[src/rtl/ftb_pkg.sv]
package ftb_pkg;

  typedef enum logic {
    ORD_XOR = 1'b0,
    ORD_INC = 1'b1
  } burst_ord_e;

  // low two address bits of the current beat
  function automatic logic [1:0] beat_offset(input burst_ord_e ord,
                                             input logic [1:0] seed,
                                             input logic [1:0] cnt);
    logic [1:0] res;
    if (ord == ORD_INC) res = seed + cnt;
    else                res = seed ^ cnt;
    return res;
  endfunction

endpackage

[src/rtl/ftb_rst_sync.sv]
module ftb_rst_sync (
  input  logic clk,
  input  logic rst_n,
  output logic rst_sync_n
);

  logic [1:0] sh_q;

  always_ff @(posedge clk or negedge rst_n) begin
    if (!rst_n) sh_q <= 2'b00;
    else        sh_q <= {sh_q[0], 1'b1};
  end

  assign rst_sync_n = sh_q[1];

endmodule

[src/rtl/ftb_nap_ctl.sv]
module ftb_nap_ctl #(
  parameter int STAGES = 2
) (
  input  logic clk,
  input  logic rst_n,
  input  logic sleep_req,
  output logic asleep
);

  logic [STAGES-1:0] sh_q;
  logic [STAGES-1:0] sh_d;

  always_comb begin
    sh_d = {sh_q[STAGES-2:0], sleep_req};
  end

  always_ff @(posedge clk or negedge rst_n) begin
    if (!rst_n) sh_q <= '0;
    else        sh_q <= sh_d;
  end

  assign asleep = sh_q[STAGES-1];

endmodule

[src/rtl/ftb_burst_seq.sv]
module ftb_burst_seq
  import ftb_pkg::*;
#(
  parameter int ADDR_W = 6
) (
  input  logic              clk,
  input  logic              rst_n,
  input  logic              adv_en,
  input  logic              load,
  input  logic [ADDR_W-1:0] ext_addr,
  input  logic              lin_in,
  output logic [ADDR_W-1:0] cur_addr
);

  localparam int HI_W = ADDR_W - 2;

  logic [HI_W-1:0] hi_q, hi_d;
  logic [1:0]      seed_q, seed_d;
  logic [1:0]      cnt_q, cnt_d;
  burst_ord_e      ord_q, ord_d;

  always_comb begin
    hi_d   = hi_q;
    seed_d = seed_q;
    cnt_d  = cnt_q;
    ord_d  = ord_q;
    if (adv_en) begin
      if (load) begin
        hi_d   = ext_addr[ADDR_W-1:2];
        seed_d = ext_addr[1:0];
        cnt_d  = 2'd0;
        ord_d  = burst_ord_e'(lin_in);
      end else begin
        cnt_d  = cnt_q + 2'd1;
      end
    end
  end

  always_ff @(posedge clk or negedge rst_n) begin
    if (!rst_n) begin
      hi_q   <= '0;
      seed_q <= 2'd0;
      cnt_q  <= 2'd0;
      ord_q  <= ORD_INC;
    end else begin
      hi_q   <= hi_d;
      seed_q <= seed_d;
      cnt_q  <= cnt_d;
      ord_q  <= ord_d;
    end
  end

  assign cur_addr = {hi_q, beat_offset(ord_q, seed_q, cnt_q)};

endmodule

[src/rtl/ftb_lane_mem.sv]
module ftb_lane_mem #(
  parameter int ADDR_W = 6,
  parameter int LANES  = 2,
  parameter int LANE_W = 9
) (
  input  logic                    clk,
  input  logic                    wr_en,
  input  logic [LANES-1:0]        lane_en,
  input  logic [ADDR_W-1:0]       addr,
  input  logic [LANES*LANE_W-1:0] wdata,
  output logic [LANES*LANE_W-1:0] rdata
);

  localparam int DEPTH = 1 << ADDR_W;

  for (genvar g = 0; g < LANES; g++) begin : g_lane
    logic [LANE_W-1:0] cell_q [DEPTH];

    always_ff @(posedge clk) begin
      if (wr_en && lane_en[g]) cell_q[addr] <= wdata[g*LANE_W +: LANE_W];
    end

    assign rdata[g*LANE_W +: LANE_W] = cell_q[addr];
  end

endmodule

[src/rtl/ft_burst_sram.sv]
module ft_burst_sram #(
  parameter int ADDR_W     = 6,
  parameter int LANES      = 2,
  parameter int LANE_W     = 9,
  parameter int NAP_STAGES = 2
) (
  input  logic                    clk,
  input  logic                    rst_n,
  input  logic                    clk_en,
  input  logic                    seq_step,
  input  logic                    sel_n,
  input  logic                    sel,
  input  logic                    wr_n,
  input  logic [LANES-1:0]        lane_wr_n,
  input  logic [ADDR_W-1:0]       addr,
  input  logic                    burst_lin,
  input  logic                    rd_gate_n,
  input  logic                    sleep_req,
  input  logic [LANES*LANE_W-1:0] d_in,
  output logic [LANES*LANE_W-1:0] d_out,
  output logic                    d_oe
);

  localparam int DATA_W = LANES * LANE_W;

  logic              rst_sync_n;
  logic              asleep;
  logic              adv_en;
  logic              sel_ok;
  logic              mem_we;
  logic [ADDR_W-1:0] cur_addr;
  logic [DATA_W-1:0] rd_word;

  logic             vld_q, vld_d;
  logic             wr_q, wr_d;
  logic [LANES-1:0] lane_q, lane_d;

  ftb_rst_sync u_rst (
    .clk        (clk),
    .rst_n      (rst_n),
    .rst_sync_n (rst_sync_n)
  );

  ftb_nap_ctl #(.STAGES(NAP_STAGES)) u_nap (
    .clk       (clk),
    .rst_n     (rst_sync_n),
    .sleep_req (sleep_req),
    .asleep    (asleep)
  );

  assign adv_en = clk_en & ~asleep;
  assign sel_ok = ~sel_n & sel;

  always_comb begin
    vld_d  = vld_q;
    wr_d   = wr_q;
    lane_d = lane_q;
    if (asleep) begin
      vld_d = 1'b0;
    end else if (clk_en) begin
      lane_d = ~lane_wr_n;
      if (!seq_step) begin
        vld_d = sel_ok;
        wr_d  = ~wr_n;
      end
    end
  end

  always_ff @(posedge clk or negedge rst_sync_n) begin
    if (!rst_sync_n) begin
      vld_q  <= 1'b0;
      wr_q   <= 1'b0;
      lane_q <= '0;
    end else begin
      vld_q  <= vld_d;
      wr_q   <= wr_d;
      lane_q <= lane_d;
    end
  end

  ftb_burst_seq #(.ADDR_W(ADDR_W)) u_seq (
    .clk      (clk),
    .rst_n    (rst_sync_n),
    .adv_en   (adv_en),
    .load     (~seq_step),
    .ext_addr (addr),
    .lin_in   (burst_lin),
    .cur_addr (cur_addr)
  );

  // data of the registered write beat is taken on the next enabled edge
  assign mem_we = adv_en & vld_q & wr_q;

  ftb_lane_mem #(.ADDR_W(ADDR_W), .LANES(LANES), .LANE_W(LANE_W)) u_mem (
    .clk     (clk),
    .wr_en   (mem_we),
    .lane_en (lane_q),
    .addr    (cur_addr),
    .wdata   (d_in),
    .rdata   (rd_word)
  );

  assign d_oe  = vld_q & ~wr_q & ~rd_gate_n & ~asleep;
  assign d_out = d_oe ? rd_word : '0;

endmodule

[config.mk]
export PLATFORM = sky130hd
export DESIGN_NAME = ft_burst_sram
export DESIGN_NICKNAME = d
export VERILOG_FILES = /design/src/rtl/ftb_pkg.sv /design/src/rtl/ftb_rst_sync.sv /design/src/rtl/ftb_nap_ctl.sv /design/src/rtl/ftb_burst_seq.sv /design/src/rtl/ftb_lane_mem.sv /design/src/rtl/ft_burst_sram.sv
export SDC_FILE = /design/constraint.sdc
export NUM_CORES = 1
export LEC_CHECK = 0
export ABC_AREA = 0
export ABC_CLOCK_PERIOD_IN_PS = 2500
export BUFFER_PORTS_ARGS = -buffer_cell sky130_fd_sc_hd__buf_2
export CORE_MARGIN = 2
export CORE_UTILIZATION = 40
export CTS_CLUSTER_DIAMETER = 40
export DETAILED_ROUTE_END_ITERATION = 8
export SLEW_MARGIN = 40
export SYNTH_ARGS = -nofsm -noshare
export SYNTH_HDL_FRONTEND = slang
export SYNTH_SLANG_ARGS = --single-unit
[constraint.sdc]
create_clock -name clk -period 2.5 [get_ports clk]
set_clock_uncertainty 0.05 [all_clocks]
set_input_delay 0.125 -clock clk [delete_from_list [all_inputs] [get_ports clk]]
set_output_delay 0.125 -clock clk [all_outputs]
set_load 0.02 [all_outputs]
==> results.json, run 1 <==
{
  "coreArea_mm2": 0.112,
  "hold_slack_ns": 0.145,
  "io_buffer_count": 54,
  "syn-mean-instance-area_um2": 17.7,
  "top_level_ports": 55,
  "synth_ff_type": "edfxtp_1",
  "crit_buf_inv": 5,
  "drv_cap": 0,
  "routed_wl_mm": 128,
  "synth_top_area_cell": "edfxtp_1",
  "clkTransAtPathRegs_ns": 0.05,
  "area_delta_synth_final_pct": 35.2,
  "drt-pass1-iter-count": 6,
  "grt_pass1_wl_mm": 183,
  "root_buffer": "clkbuf_16",
  "vias_per_cell": 5.55,
  "cp_max_fo": 5,
  "ys_top_cells_by_area": "edfxtp_1, mux4_2, nand2_1",
  "rsz0062_at_grt": "yes",
  "antenna_found_initial": 10,
  "setup_ws_ns": -1.48,
  "grt_use_total_pct": 21.8,
  "fin_util_pct": 54.5,
  "ant_nets": 0,
  "seq_area_frac_synth_pct": 77.5,
  "maxSlewViolCount": 0,
  "min_period_ns": 3.98,
  "ys_seq_elements": 1169,
  "rows": 123,
  "yosys-top-cells-count": "edfxtp_1, nand2_1, mux4_2",
  "path_delay_family": "simple AND/OR/NAND/NOR gates",
  "fin_cells": 4805,
  "required_ns": 2.33,
  "n_fill_cell": 8562,
  "cts_made_buffers": 147,
  "cp_slowest_cell": "or4_4",
  "synth_area_mm2": 0.0452,
  "synth.distinct_cells": 55,
  "fp.dieH_um": 340,
  "post-synth-top-count-cell": "edfxtp_1",
  "startpoint_type": "flip-flop",
  "dieArea_mm2": 0.116,
  "powerDensity_mw_per_mm2": 967,
  "async_flop_share_pct": 1.45,
  "crit_top_cell": "buf_12",
  "wire_per_inst_um": 26.7,
  "grt_max_degree": 65,
  "hold_class": "reg2async",
  "via_count": 26682,
  "seqCellArea_mm2": 0.0350,
  "synthCells": 2556,
  "tightest_slew_ns": 0.780,
  "dp_cells": 4409,
  "chipWidth_um": 340,
  "syn_nets": 2593,
  "synth_top_cell_area_share_pct": 76.6,
  "violations": "negative setup slack",
  "status": "finished, violations left",
  "grt_pass1_vias": 26862,
  "layout-drive-gt1-share_pct": 38.3,
  "vdd_drop_max_mv": 0.633,
  "path_class": "reg2out",
  "multi_input_area_mm2": 0.0115,
  "clk_path_buf_depth": 3,
  "gr-total-overflow": 0,
  "synth-edff-count": 1152,
  "slew_headroom_pct": 48.0,
  "clk-insertion-delay-late_ns": 0.75,
  "route.detailed.drc": 0,
  "fin_crit_sh_pct": 159,
  "fmax_ghz": 0.251,
  "cts_tree": "yes",
  "worstPathArrival_ns": 3.80,
  "gp_congestion": 0.865,
  "leakagePower_nw": 20.3,
  "initial_core_util_pct": 40.3,
  "path_cells": "ha_4, and2_4, xnor2_4, buf_12, buf_12, buf_12, buf_8, mux2i_1, mux2i_1, o22ai_2, or4_4, nor4_4, buf_4",
  "setup_violations": 1020,
  "worstSetupEndpointType": "output port",
  "finalNetCount": 3216,
  "slowest_delay_ns": 0.60,
  "clock-sinks": 1169,
  "synth_warnings": 0,
  "htree_levels": 4,
  "hold_violations": 0,
  "dp_hpwl_mm": 82.8,
  "drtIter0Drc": 2804
}
## layer usage
layer	up-vias	part of all wire (%)	global-route usage (%)
li1	11471	-	-
met1	13890	40	28.9
met2	1091	49	35.4
met3	220	7.9	5.07
met4	10	3.0	7.41
met5	-	0.046	0
## worst reg2reg max path, cell delays in order, from the launching register on
cell	delay [ns]
dfrtp_1	0.41
ha_4	0.17
and2_4	0.15
xnor2_4	0.22
buf_12	0.16
buf_12	0.12
clkbuf_16	0.14
buf_6	0.13
buf_16	0.17
nand2_4	0.12
buf_12	0.21
nor2_4	0.18
buf_12	0.16
## metrics by stage
| stage | total power [mW] | area [um2] | worst slack (ns) | TNS (ns) |
|---|---|---|---|---|
| 6_report | 59.1 | 61100 | -1.48 | -97.95 |
| 5_1_grt | 60.9 | 61100 | -1.49 | -169.29 |
| 4_1_cts | 57.8 | 59900 | -1.39 | -114.14 |
| 3_5_place_dp | 34.4 | 53000 | -0.836 | -397.55 |
| 3_3_place_gp | 34.3 | 53000 | -0.837 | -357.12 |
| 2_1_floorplan | 29.5 | 46400 | -0.152 | -56.17 |
## layout make-up
cell class	instances	share of cell area (%)
inverters	3	0.0389
multi-input cells	1245	18.9
flip-flops and latches	1169	57.3
clock inverters	107	2.06
repair buffers	613	12.5
diodes	4	0.0164
well taps	1500	3.07
clock buffers	164	6.16
## cells by family (layout without fill, tap and decap cells)
kind of cell	after synthesis	after routing	share of synthesized area (%)
AOI/OAI and AO/OA	213	213	3.49
muxes	244	244	9.98
DFF	1169	1169	77.5
other	1	5	0.00830
buffers and inverters	142	887	1.45
adders and majority gates	1	1	0.0277
and+or+nand+nor	782	782	7.39
xor gates and xnor gates	4	4	0.152
## what timing repair did
action | 4_1_cts | 5_1_grt
pin swaps | 35 | 56
endpoints found under the setup margin | 1170 | 1082
cloned | 8 | 9
buffers inserted | 32 | 30
gates resized for setup | 206 | 136
hold buffers | 45 | 0
endpoints found under the hold margin | 543 | 0
## layout by cell type, fill, tap and decap left out, types with 17 or more instances in the layout
| master | instances |
|---|---|
| o22ai_1 | 45 |
| mux4_2 | 164 |
| mux2i_1 | 65 |
| buf_4 | 281 |
| clkbuf_16 | 156 |
| edfxtp_1 | 1152 |
| clkinv_2 | 20 |
| bufinv_16 | 17 |
| clkinv_1 | 18 |
| nor2_1 | 21 |
| a31oi_1 | 24 |
| a211oi_2 | 18 |
| buf_2 | 31 |
| buf_12 | 187 |
| nor2_4 | 113 |
| nand2_1 | 384 |
| nand3_1 | 127 |
| dlygate4sd3_1 | 45 |
| buf_6 | 39 |
| nor2_2 | 24 |
## worst paths after layout
kind                                       startpoint                                      end  slack [ns]  cells past startpoint
setup / recovery           u_seq.cnt_q[0]$_DFFE_PN0N_                                d_out[16]       -1.48                     13
hold / removal                u_rst.sh_q[1]$_DFF_PN0_                    lane_q[0]$_DFFE_PN0N_        0.14                      0
setup reg to reg           u_seq.cnt_q[0]$_DFFE_PN0N_  u_mem.g_lane[0].cell_q[30][2]$_DFFE_PP_       -0.18                     12
hold reg to reg               u_rst.sh_q[1]$_DFF_PN0_                    lane_q[0]$_DFFE_PN0N_        0.14                      0
max in group asynchronous     u_rst.sh_q[1]$_DFF_PN0_                  u_seq.ord_q$_DFFE_PN1P_        1.91                      0
min in group clk                              addr[3]                u_seq.hi_q[1]$_DFFE_PN0P_        0.21                      3
## report_power, final
group	total, mW	switching (mW)	internal (mW)
registers	21.6	0.0630	21.6
logic	16.1	8.64	7.44
clock network	21.4	8.54	12.8
total	59.1	17.2	41.8
## registers in the layout, summed over array words and instances (netlist names)
name,count
u_mem.g_lane.cell_q,1152
u_seq.hi_q,4
lane_q,2
u_nap.sh_q,2
u_rst.sh_q,2
u_seq.cnt_q,2
u_seq.seed_q,2
u_seq.ord_q,1
vld_q,1
wr_q,1
Power figures use the tool's default switching activity.
==> run 2, diff against run 1 <==
--- a/config.mk
+++ b/config.mk
@@ -12,6 +12,7 @@
 export CORE_UTILIZATION = 40
 export CTS_CLUSTER_DIAMETER = 40
 export DETAILED_ROUTE_END_ITERATION = 8
+export SETUP_SLACK_MARGIN = 0.3
 export SLEW_MARGIN = 40
 export SYNTH_ARGS = -nofsm -noshare
 export SYNTH_HDL_FRONTEND = slang
==> results.json, run 2 (synthesized netlist as in run 1, its figures left out) <==
{
  "status": "finished, violations left",
  "violations": "negative setup slack",
  "setup_violations": 1170,
  "path_depth": 16,
  "fp.dieH_um": 340,
  "hold_violations": 0,
  "vdd_drop_max_mv": 0.639,
  "clk_path_buf_depth": 3,
  "io_buffer_count": 54,
  "drt-pass1-iter-count": 5,
  "root_buffer": "clkbuf_16",
  "drv_cap": 0,
  "dieArea_mm2": 0.116,
  "wire_per_inst_um": 26.4,
  "path_class": "reg2out",
  "grt_pass1_vias": 27008,
  "path_delay_family": "buffers and inverters",
  "rows": 123,
  "grt_max_degree": 54,
  "fin_crit_sh_pct": 159,
  "finalNetCount": 3228,
  "grt_pass1_wl_mm": 182,
  "fmax_ghz": 0.252,
  "min_period_ns": 3.97,
  "drtIter0Drc": 3203,
  "gp_congestion": 0.861,
  "reg_top3": "u_mem.g_lane.cell_q (1152), u_seq.hi_q (4)",
  "startpoint_type": "flip-flop",
  "antenna_found_initial": 11,
  "r2r_slack_ns": -0.36,
  "path_cells": "ha_4, and2_4, xnor2_4, buf_12, buf_4, buf_12, buf_16, buf_8, mux2i_1, a32o_2, a2111oi_4, o211ai_1, buf_4, nor3_4, buf_6, buf_6",
  "via_count": 26723,
  "powerDensity_mw_per_mm2": 973,
  "ant_nets": 0,
  "cp_max_fo": 7,
  "slowest_delay_ns": 0.41,
  "gr-total-overflow": 0,
  "dp_hpwl_mm": 81.5,
  "largest_register": "u_mem.g_lane.cell_q",
  "final_common_cell": "edfxtp_1",
  "hold_class": "in2async",
  "route.detailed.drc": 0,
  "crit_buf_inv": 8,
  "place_worst_setup_slack_ns": -0.997,
  "initial_core_util_pct": 40.3,
  "leakagePower_nw": 20.3,
  "setup_ws_ns": -1.47,
  "coreArea_mm2": 0.112,
  "layout-drive-gt1-share_pct": 37.7,
  "vias_per_cell": 5.55,
  "slew_headroom_pct": 45.7,
  "n_fill_cell": 8542,
  "hold_slack_ns": 0.222,
  "area_delta_synth_final_pct": 34.6,
  "largest_register_ffs": 1152,
  "rsz0062_at_grt": "yes",
  "clkTransAtPathRegs_ns": 0.05,
  "routed_wl_mm": 127,
  "tightest_slew_ns": 0.815,
  "cp_slowest_cell": "dfrtp_1",
  "htree_levels": 4,
  "cts_made_buffers": 147,
  "worstPathArrival_ns": 3.79,
  "final_cell_mix": "edfxtp_1, nand2_1, buf_4",
  "r2r_cells": 13,
  "grt_use_total_pct": 21.7,
  "clock-sinks": 1169,
  "worstSetupEndpointType": "output port",
  "top_level_ports": 55,
  "required_ns": 2.33,
  "chipWidth_um": 340,
  "cts_tree": "yes",
  "clk-insertion-delay-late_ns": 0.75,
  "maxSlewViolCount": 0
}
[run 2: cell types whose count changed in the layout (fill, tap and decap cells not counted), sizes merged]
cell,previous run,this run
bufbuf,2,1
clkinvlp,16,12
inv,16,19
bufinv,17,20
buf,558,570
clkinv,61,57
diode,4,5
dlygate4sd3,45,46
[run 2: timing repair]
action                     4_1_cts  5_1_grt
buffers inserted                32       43
gates cloned                     8        9
pin swaps                       35       59
gates resized for setup        185      146
hold endpoints to repair       593       44
setup endpoints to repair     1171     1172
hold buffers                    45        1
[run 2: path summary, 6_finish.rpt]
path | startpoint | to
max reg2reg | u_seq.seed_q[0]$_DFFE_PN0P_ | u_mem.g_lane[1].cell_q[12][4]$_DFFE_PP_
min reg2reg | u_rst.sh_q[1]$_DFF_PN0_ | u_nap.sh_q[0]$_DFF_PN0_
min | rst_n | u_rst.sh_q[1]$_DFF_PN0_
max in group asynchronous | u_rst.sh_q[1]$_DFF_PN0_ | u_seq.hi_q[0]$_DFFE_PN0P_
max | u_seq.cnt_q[0]$_DFFE_PN0N_ | d_out[15]
min in group clk | addr[2] | u_seq.hi_q[0]$_DFFE_PN0P_
[run 2: metal layers]
| layer | vias up | track usage [%] | share of wire (%) |
|---|---|---|---|
| met1 | 13870 | 29.0 | 40 |
| met4 | 12 | 6.82 | 2.7 |
| met3 | 206 | 4.79 | 7.7 |
| met2 | 1140 | 35.4 | 49 |
| met5 | - | 0 | 0.062 |
| li1 | 11495 | - | - |
[run 2: stage by stage]
stage / total power, mW / instance area, um2 / TNS [ns] / utilization [%] / std cells
2_1_floorplan: 29.5 / 46300 / -68.77 / - / 2556
3_3_place_gp: 34.2 / 52700 / -336.30 / 47.0 / 4404
3_5_place_dp: 34.3 / 52700 / -353.08 / 47.0 / 4404
4_1_cts: 57.7 / 59500 / -92.69 / 53.0 / 4758
5_1_grt: 61.0 / 60800 / -319.06 / 54.2 / 4813
6_report: 59.2 / 60800 / -257.62 / 54.2 / 4816
[run 2: area by class of cell]
type	count	area (um2)	share of cell area (%)
Antenna cell	5	12.5	0.0206
Clock buffer	164	3780	6.22
Clock inverter	105	1220	2.01
Inverter	3	25.0	0.0411
Multi-Input combinational cell	1245	11300	18.6
Sequential cell	1169	35000	57.6
Tap cell	1500	1880	3.09
Timing Repair Buffer	625	7560	12.4
[run 2: worst register-to-register path, cell delays in order (launching register included)]
cell and delay (ns):
dfrtp_1 0.40, ha_4 0.31, buf_6 0.14, buf_12 0.13, buf_6 0.13, buf_12 0.13
buf_12 0.13, buf_6 0.13, nor2b_4 0.21, buf_12 0.19, nand2_4 0.07, buf_12 0.20
nor2_4 0.24, buf_12 0.14
[run 2: report_power, final]
part / internal (mW) / switching [mW] / total, mW
Combinational: 7.53 / 8.55 / 16.1
Sequential: 21.6 / 0.0564 / 21.6
Clock: 13.1 / 8.35 / 21.5
Total: 42.2 / 16.9 / 59.2
